<file path="config.mk">
export PLATFORM = sky130hd
export DESIGN_NAME = stall_tally
export DESIGN_NICKNAME = d
export VERILOG_FILES = /design/src/rtl/stall_tally.sv
export SDC_FILE = /design/constraint.sdc
export NUM_CORES = 1
export LEC_CHECK = 0
export BUFFER_PORTS_ARGS = -buffer_cell sky130_fd_sc_hd__buf_2
export CAP_MARGIN = 15
export CORE_ASPECT_RATIO = 1.1
export CORE_MARGIN = 2
export CORE_UTILIZATION = 30
export DETAILED_ROUTE_END_ITERATION = 12
export PLACE_DENSITY = 0.51
export SYNTH_ARGS = -nofsm -noshare
export SYNTH_HDL_FRONTEND = slang
export SYNTH_SLANG_ARGS = --single-unit
</file>
<file path="constraint.sdc">
create_clock -name clk -period 4.25 [get_ports clk]
set_input_delay 0.2125 -clock clk [delete_from_list [all_inputs] [get_ports clk]]
set_output_delay 0.2125 -clock clk [all_outputs]
set_load 0.02 [all_outputs]
</file>
<file path="src/rtl/stall_tally.sv">
module stall_tally #(
  parameter int REG_W    = 4,
  parameter int CNT_W    = 32,
  parameter int LOAD_PEN = 2,
  parameter int BR_PEN   = 2,
  parameter int STALL_W  = 4
) (
  input  logic             clk,
  input  logic             rst,
  input  logic             retire_valid,
  input  logic [2:0]       insn_class,
  input  logic [REG_W-1:0] src_a,
  input  logic             src_a_ok,
  input  logic [REG_W-1:0] src_b,
  input  logic             src_b_ok,
  input  logic [REG_W-1:0] dst,
  input  logic             taken,
  output logic [STALL_W-1:0] insn_stall,
  output logic [CNT_W-1:0]   load_stall_cycles,
  output logic [CNT_W-1:0]   branch_stall_cycles,
  output logic [CNT_W-1:0]   taken_count,
  output logic [CNT_W-1:0]   untaken_count
);
  localparam int NREG = 1 << REG_W;
  localparam logic [2:0] C_EXEC = 3'd0, C_CMP = 3'd1, C_MAC = 3'd2,
                         C_BR = 3'd3, C_LOAD = 3'd4;
  localparam logic [CNT_W-1:0] LP  = CNT_W'(LOAD_PEN);
  localparam logic [CNT_W-1:0] BP  = CNT_W'(BR_PEN);
  localparam logic [CNT_W-1:0] ONE = CNT_W'(1);

  function automatic logic [CNT_W-1:0] sat_add(input logic [CNT_W-1:0] a,
                                               input logic [CNT_W-1:0] b);
    logic [CNT_W:0] s;
    s = {1'b0, a} + {1'b0, b};
    return s[CNT_W] ? '1 : s[CNT_W-1:0];
  endfunction

  logic [NREG-1:0] active_mask;
  logic [NREG-1:0] pending_mask;
  logic both_checked, a_checked, is_branch;
  logic hit_a, hit_b, br_hit, br_miss;
  logic [CNT_W-1:0] lu_charge, br_charge;

  assign both_checked = retire_valid &&
                        (insn_class == C_EXEC || insn_class == C_CMP || insn_class == C_MAC);
  assign is_branch    = retire_valid && insn_class == C_BR;
  assign a_checked    = both_checked || is_branch;

  assign hit_a = a_checked    && src_a_ok && active_mask[src_a];
  assign hit_b = both_checked && src_b_ok && active_mask[src_b];
  assign br_hit  = is_branch && taken;
  assign br_miss = is_branch && !taken;

  assign lu_charge = (hit_a ? LP : '0) + (hit_b ? LP : '0);
  assign br_charge = br_hit ? BP : '0;
  assign insn_stall = STALL_W'(lu_charge + br_charge);

  assign pending_mask = (retire_valid && insn_class == C_LOAD)
                        ? (NREG'(1) << dst) : '0;

  always_ff @(posedge clk) begin
    if (rst) begin
      active_mask         <= '0;
      load_stall_cycles   <= '0;
      branch_stall_cycles <= '0;
      taken_count         <= '0;
      untaken_count       <= '0;
    end else if (retire_valid) begin
      active_mask         <= pending_mask;
      load_stall_cycles   <= sat_add(load_stall_cycles, lu_charge);
      branch_stall_cycles <= sat_add(branch_stall_cycles, br_charge);
      if (br_hit)  taken_count   <= sat_add(taken_count, ONE);
      if (br_miss) untaken_count <= sat_add(untaken_count, ONE);
    end
  end

  assert_reset_clears_R1: assert property (@(posedge clk)
    rst |=> (load_stall_cycles == '0 && branch_stall_cycles == '0 &&
             taken_count == '0 && untaken_count == '0));

  assert_idle_holds_R8: assert property (@(posedge clk) disable iff (rst)
    !retire_valid |=> ($stable(load_stall_cycles) && $stable(branch_stall_cycles) &&
                       $stable(taken_count) && $stable(untaken_count)));

  assert_store_quiet_R6: assert property (@(posedge clk) disable iff (rst)
    (retire_valid && insn_class == 3'd5) |=>
      ($stable(load_stall_cycles) && $stable(branch_stall_cycles) &&
       $stable(taken_count) && $stable(untaken_count)));

  assert_untaken_step_R5: assert property (@(posedge clk) disable iff (rst)
    (retire_valid && insn_class == C_BR && !taken) |=>
      ((untaken_count == $past(untaken_count) + ONE || untaken_count == '1) &&
       $stable(taken_count) && $stable(branch_stall_cycles)));

  assert_no_wrap_R10: assert property (@(posedge clk) disable iff (rst)
    1'b1 |=> (load_stall_cycles >= $past(load_stall_cycles) &&
              branch_stall_cycles >= $past(branch_stall_cycles) &&
              taken_count >= $past(taken_count) &&
              untaken_count >= $past(untaken_count)));

  always_comb begin
    if (!rst && !retire_valid)
      assert_quiet_stall_R9: assert (insn_stall == '0);
  end
endmodule

</file>
Yosys cells after proc, flatten, opt, wreduce, memory -nomap -nowiden
Index checks and enable logic that the tools add are counted.
W data, S select, Z words.
{"block": "totals", "reg_bits": 144, "input_bits": 21, "out_inout_bits": 132, "elab_cells": 46}
{"block": "op_classes", "addsub": 6, "magnitude_cmp": 2, "n_eq_ne": 4, "n_shift": 1, "muxes": 12, "n_reduce_logical": 16}
{"cell": "$mux W32", "n": 4}
{"cell": "$add A32 B1 Y33 const B", "n": 2}
{"cell": "$add A32 B2 Y33", "n": 1}
{"cell": "$add A32 B3 Y33", "n": 1}
{"cell": "$mux W16", "n": 1}
{"cell": "$shl A1 B4 Y16 const A", "n": 1}
{"cell": "$lt A4 B5 Y1 const B", "n": 2}
{"cell": "$logic_and A1 B1 Y1", "n": 9}
{"cell": "$bmux W1 S4", "n": 2}
{"cell": "$eq A3 B2 Y1 const B", "n": 2}
{"cell": "$mux W2", "n": 3}
{"cell": "$add A3 B2 Y4", "n": 1}
{"cell": "$reduce_and A2 Y1", "n": 2}
{"cell": "$add A2 B2 Y3", "n": 1}
{"cell": "$eq A3 B1 Y1 const B", "n": 1}
{"cell": "$eq A3 B3 Y1 const B", "n": 1}
{"cell": "$logic_not A3 Y1", "n": 1}
{"cell": "$logic_or A1 B1 Y1", "n": 3}
{"cell": "$mux W1", "n": 2}
{"cell": "$logic_not A1 Y1", "n": 1}

Longest topological paths before layout
{"block": "logic_depth", "ltp_word": 11, "depth_mapped": 13, "mapped_depth_nobuf": 12}

Least setup slack after synthesis
No wires, ideal clock.
{"block": "synth_path", "kind": "register -> register", "startpoint": "reg active_mask[15]", "endpoint": "reg load_stall_cycles[19]", "setup_ns": 0.070, "arrival_time_ns": 3.512, "setup_slack_ns": 0.668, "path_stages_with_launch": 13, "path_buffers": 0, "synth_period_minus_slack_ns": 3.582, "path_cell_list": "dfxtp_1 > mux4_2 > mux4_2 > and4_1 > ha_1 > ha_1 > inv_1 > fa_1 > nand4b_1 > nor4_2 > nand4_1 > xor2_1 > a21oi_1"}
{"block": "synth_via", "elab_chain_len": 7}
{"item": "from (decl)", "line_no": "38", "source": "logic [NREG-1:0] active_mask;"}
{"item": "from (signal assigned)", "line_no": "69", "source": "active_mask <= pending_mask;"}
{"item": "$bmux W1 S4 (on tied branches)", "line_no": "49, 50"}
{"item": "$mux W1 (on tied branches)", "line_no": "49, 50"}
{"item": "$logic_and A1 B1 Y1 (on tied branches)", "line_no": "49, 50"}
{"item": "$mux W2", "line_no": "54", "source": "assign lu_charge = (hit_a ? LP : '0) + (hit_b ? LP : '0);"}
{"item": "$add A2 B2 Y3 (*)", "line_no": "54"}
{"item": "$add A32 B3 Y33 (*)", "line_no": "34", "source": "s = {1'b0, a} + {1'b0, b};"}
{"item": "$mux W32 (*)", "line_no": "35", "source": "return s[CNT_W] ? '1 : s[CNT_W-1:0];"}
{"item": "to (signal assigned)", "line_no": "70", "source": "load_stall_cycles <= sat_add(load_stall_cycles, lu_charge);"}
{"item": "to (decl)", "line_no": "19", "source": "output logic [CNT_W-1:0] load_stall_cycles,"}
Mark *: on every way between the ends. The rest lies on a longest branch, timed or not. The select of a mux whose other input is x is not followed.
A chain may end at the register's enable or synchronous reset.

Worst setup path after layout
{"block": "layout_path", "startpoint": "reg active_mask[12]", "endpoint": "reg load_stall_cycles[31]"}
The elaborated chain is that of the path after synthesis.

==> impl_metrics.csv <==
group,metric,value,unit
outcome,status,"finished clean",
placement,dpl_cell_area,8130,sq um
pwr,switchingPower,0.676,mW
synthesis,synth-main-ff-cell,"dfxtp_1",
clock_network,htree_levels,4,
sta,setup_viol,0,
synthesis,synth_seq_cells,144,
drt,drc,0,
pwr,irDropWorstVdd,0.000227,V
clock_network,cts_setup_buffers,0,
sta,tns,0,ns
layout,final_nets,976,
synthesis,synth_area_per_cell,8.86,sq um
synthesis,synthCells,802,
synthesis,ys_types,53,
synthesis,synth_top_cell_by_area,"dfxtp_1",
sta,post-route-period-util,87.0,%
sta,grt_setup_unrepaired,"no",
synthesis,synthTopCellsByCount,"144 x dfxtp_1, 108 x a21oi_1, 64 x nor2_1",
drt,totalWireLength,19.5,mm
hold_path,holdPathStages,3,
synthesis,syn_nets,834,
clock_network,clock_latency,0.42,ns
synthesis,netlist_area,7100,sq um
global_route,track_usage,15.6,%
pwr,clkPwrFrac,52.9,%
sta,max_freq,0.271,GHz
sta,min_period,3.70,ns
clock_network,cts_resized,0,
pwr,p_leak,3.30,nW
setup_path,worstPathArrival,3.98,ns
pwr,p_int,2.38,mW
drt,num_vias,6453,
placement,dp_hpwl,13.6,mm
synthesis,synth-edff-count,0,
pwr,combPwrFrac,2.6,%
layout,final_core_util,37.3,%
pwr,p_per_area,348,nW/um^2
sta,maxSlewHeadroom,41.1,%
setup_path,cp_max_fo,8,
setup_path,critPathCaptureType,"flip-flop",
floorplanning,rows,59,
setup_path,crit_required,4.53,ns
global_route,gr-total-overflow,0,
floorplanning,coreArea,23500,sq um
floorplanning,initial_core_util,30.3,%
pwr,p_seq_share,44.5,%
placement,place_congestion,0.839,
floorplanning,dieHeight,165,um
sta,fin_skew,0.0153,ns
global_route,grt_max_degree,75,
clock_network,cts_tree,"yes",
setup_path,critPathLaunchType,"flip-flop",
global_route,antenna_found_initial,0,
setup_path,critPathKind,"flip-flop to flip-flop",
pwr,switching_share,22.1,%
sta,finalHoldViolCount,0,
layout,drive_gt1_share,22.4,%
synthesis,async_reset_ff_share,0,%
clock_network,cts_root_buffer,"clkbuf_16",
layout,syn_to_final_growth,23.3,%
layout,antenna_cells,0,
synthesis,seq_area_frac_synth,40.6,%
global_route,grt_pass1_vias,6106,
clock_network,clockBufferDepth,2,
hold_path,hold_path.class,"input port to flip-flop",
clock_network,clk_pin_slew,0.06,ns
sta,final_max_slew_viol_count,0,
sta,tightest_slew,0.876,ns
job,max-cap-violations,0,
drt,viasPerCell,5.12,
layout,final_cell_area,8760,sq um
floorplanning,die_x,151,um
drt,wl_per_cell,15.4,um
clock_network,cts_hold_buffers,0,
clock_network,cts_buffers,17,
placement,portBuffers,151,
synthesis,synth_area_leaders,"dfxtp_1 41%, a21oi_1 7.6%, xnor2_1 6.3%, xor2_1 4.9%, nor2_1 3.4%",
synthesis,netlist.area_leader.share,40.6,%
drt,drt_iter0_drc,204,
setup_path,reg2reg_depth,13,
floorplanning,io_pins,153,
synthesis,ys_warn_count,0,
floorplanning,die-area,24900,sq um
clock_network,cts_sinks,144,
global_route,grt_pass1_wl,31.1,mm
synthesis,synth_most_common_cell,"dfxtp_1",
drt,first_pass_iters,4,
drt,ant_nets,0,
[path summary, 6_finish.rpt]
path | start | end | slack [ns]
worst max-delay path | active_mask[12]$_SDFFE_PP0P_ | load_stall_cycles[31]$_SDFFE_PP0P_ | 0.55
worst min-delay path | dst[2] | active_mask[15]$_SDFFE_PP0P_ | 0.16
worst max register to register | active_mask[12]$_SDFFE_PP0P_ | load_stall_cycles[31]$_SDFFE_PP0P_ | 0.55
worst min register to register | branch_stall_cycles[0]$_SDFFE_PP0P_ | branch_stall_cycles[0]$_SDFFE_PP0P_ | 0.47
[critical path: stages, from the launching register on]
cell and delay, ns:
dfxtp_1 0.33, mux4_2 0.45, mux4_2 0.48, and4_1 0.22, ha_1 0.29, ha_1 0.18
inv_1 0.06, fa_1 0.37, nand4b_1 0.33, nor4_2 0.28, buf_4 0.20, nand2_1 0.09
nor3_1 0.18, a211oi_1 0.09
[routing by layer]
layer  up-vias  share of wire, %  track usage, %  wire length (um)
li1       3228                 -               -                 -
met1      3074                47            20.2              9150
met2       127                46            25.3              9020
met3        24               4.8            3.74               937
met4         0               1.8            5.52               358
met5         -                 0               0                 0
[kinds of logic after synthesis]
family          Yosys count  synth area share, %
buf+inv                  57                 3.47
flops                   144                 40.6
other cells               1               0.0528
compound gates          157                 12.9
fa+ha+maj                11                 2.15
mux                      13                 3.59
xor+xnor                 91                 11.2
simple gates            328                 26.1
[flip-flops by register name (all words and copies together) (netlist names)]
signal and count:
branch_stall_cycles 32, load_stall_cycles 32, taken_count 32, untaken_count 32, active_mask 16
[layout make-up]
type | count | area [sq um]
Fill cell | 2456 | 14700
Multi-Input combinational cell | 601 | 3970
Sequential cell | 144 | 2880
Timing Repair Buffer | 158 | 811
Clock buffer | 19 | 443
Tap cell | 305 | 382
Clock inverter | 12 | 183
Inverter | 22 | 82.6
[per-stage QoR]
step                      hold WS [ns]  cells  setup WS (ns)  power, mW
final                            0.164   1261          0.553       3.05
after global placement           0.470   1230          0.501       1.47
after detailed placement         0.462   1230          0.448       1.47
after global routing             0.174   1261          0.262       3.16
after floorplan                  0.379    802          0.668       1.43
after CTS                        0.137   1261          0.542       3.09
[cell usage in the layout (no fill, tap or decap), types with 4 or more instances in the layout]
cell type,instances
a211oi_1,8
a21oi_1,108
a22oi_1,12
a311oi_1,9
a31oi_1,9
a32oi_1,4
and2_1,10
and3_1,20
and4_1,21
buf_2,150
buf_4,8
bufinv_16,4
clkbuf_16,17
dfxtp_1,144
ha_1,9
inv_1,22
mux4_2,10
nand2_1,51
nand3_1,38
nand4_1,34
nor2_1,64
nor2b_1,4
nor3_1,36
nor3b_1,4
nor4_1,17
xnor2_1,51
xor2_1,40
[power groups by stage]
stage                     logic (mW)  registers [mW]  clock network [mW]
after floorplan               0.0435            1.39                   0
after global placement        0.0804            1.39                   0
after detailed placement      0.0807            1.39                   0
after CTS                     0.0808            1.36                1.66
after global routing          0.0880            1.36                1.72
final                         0.0795            1.36                1.61
No activity file was read; power rests on OpenSTA's default activity.
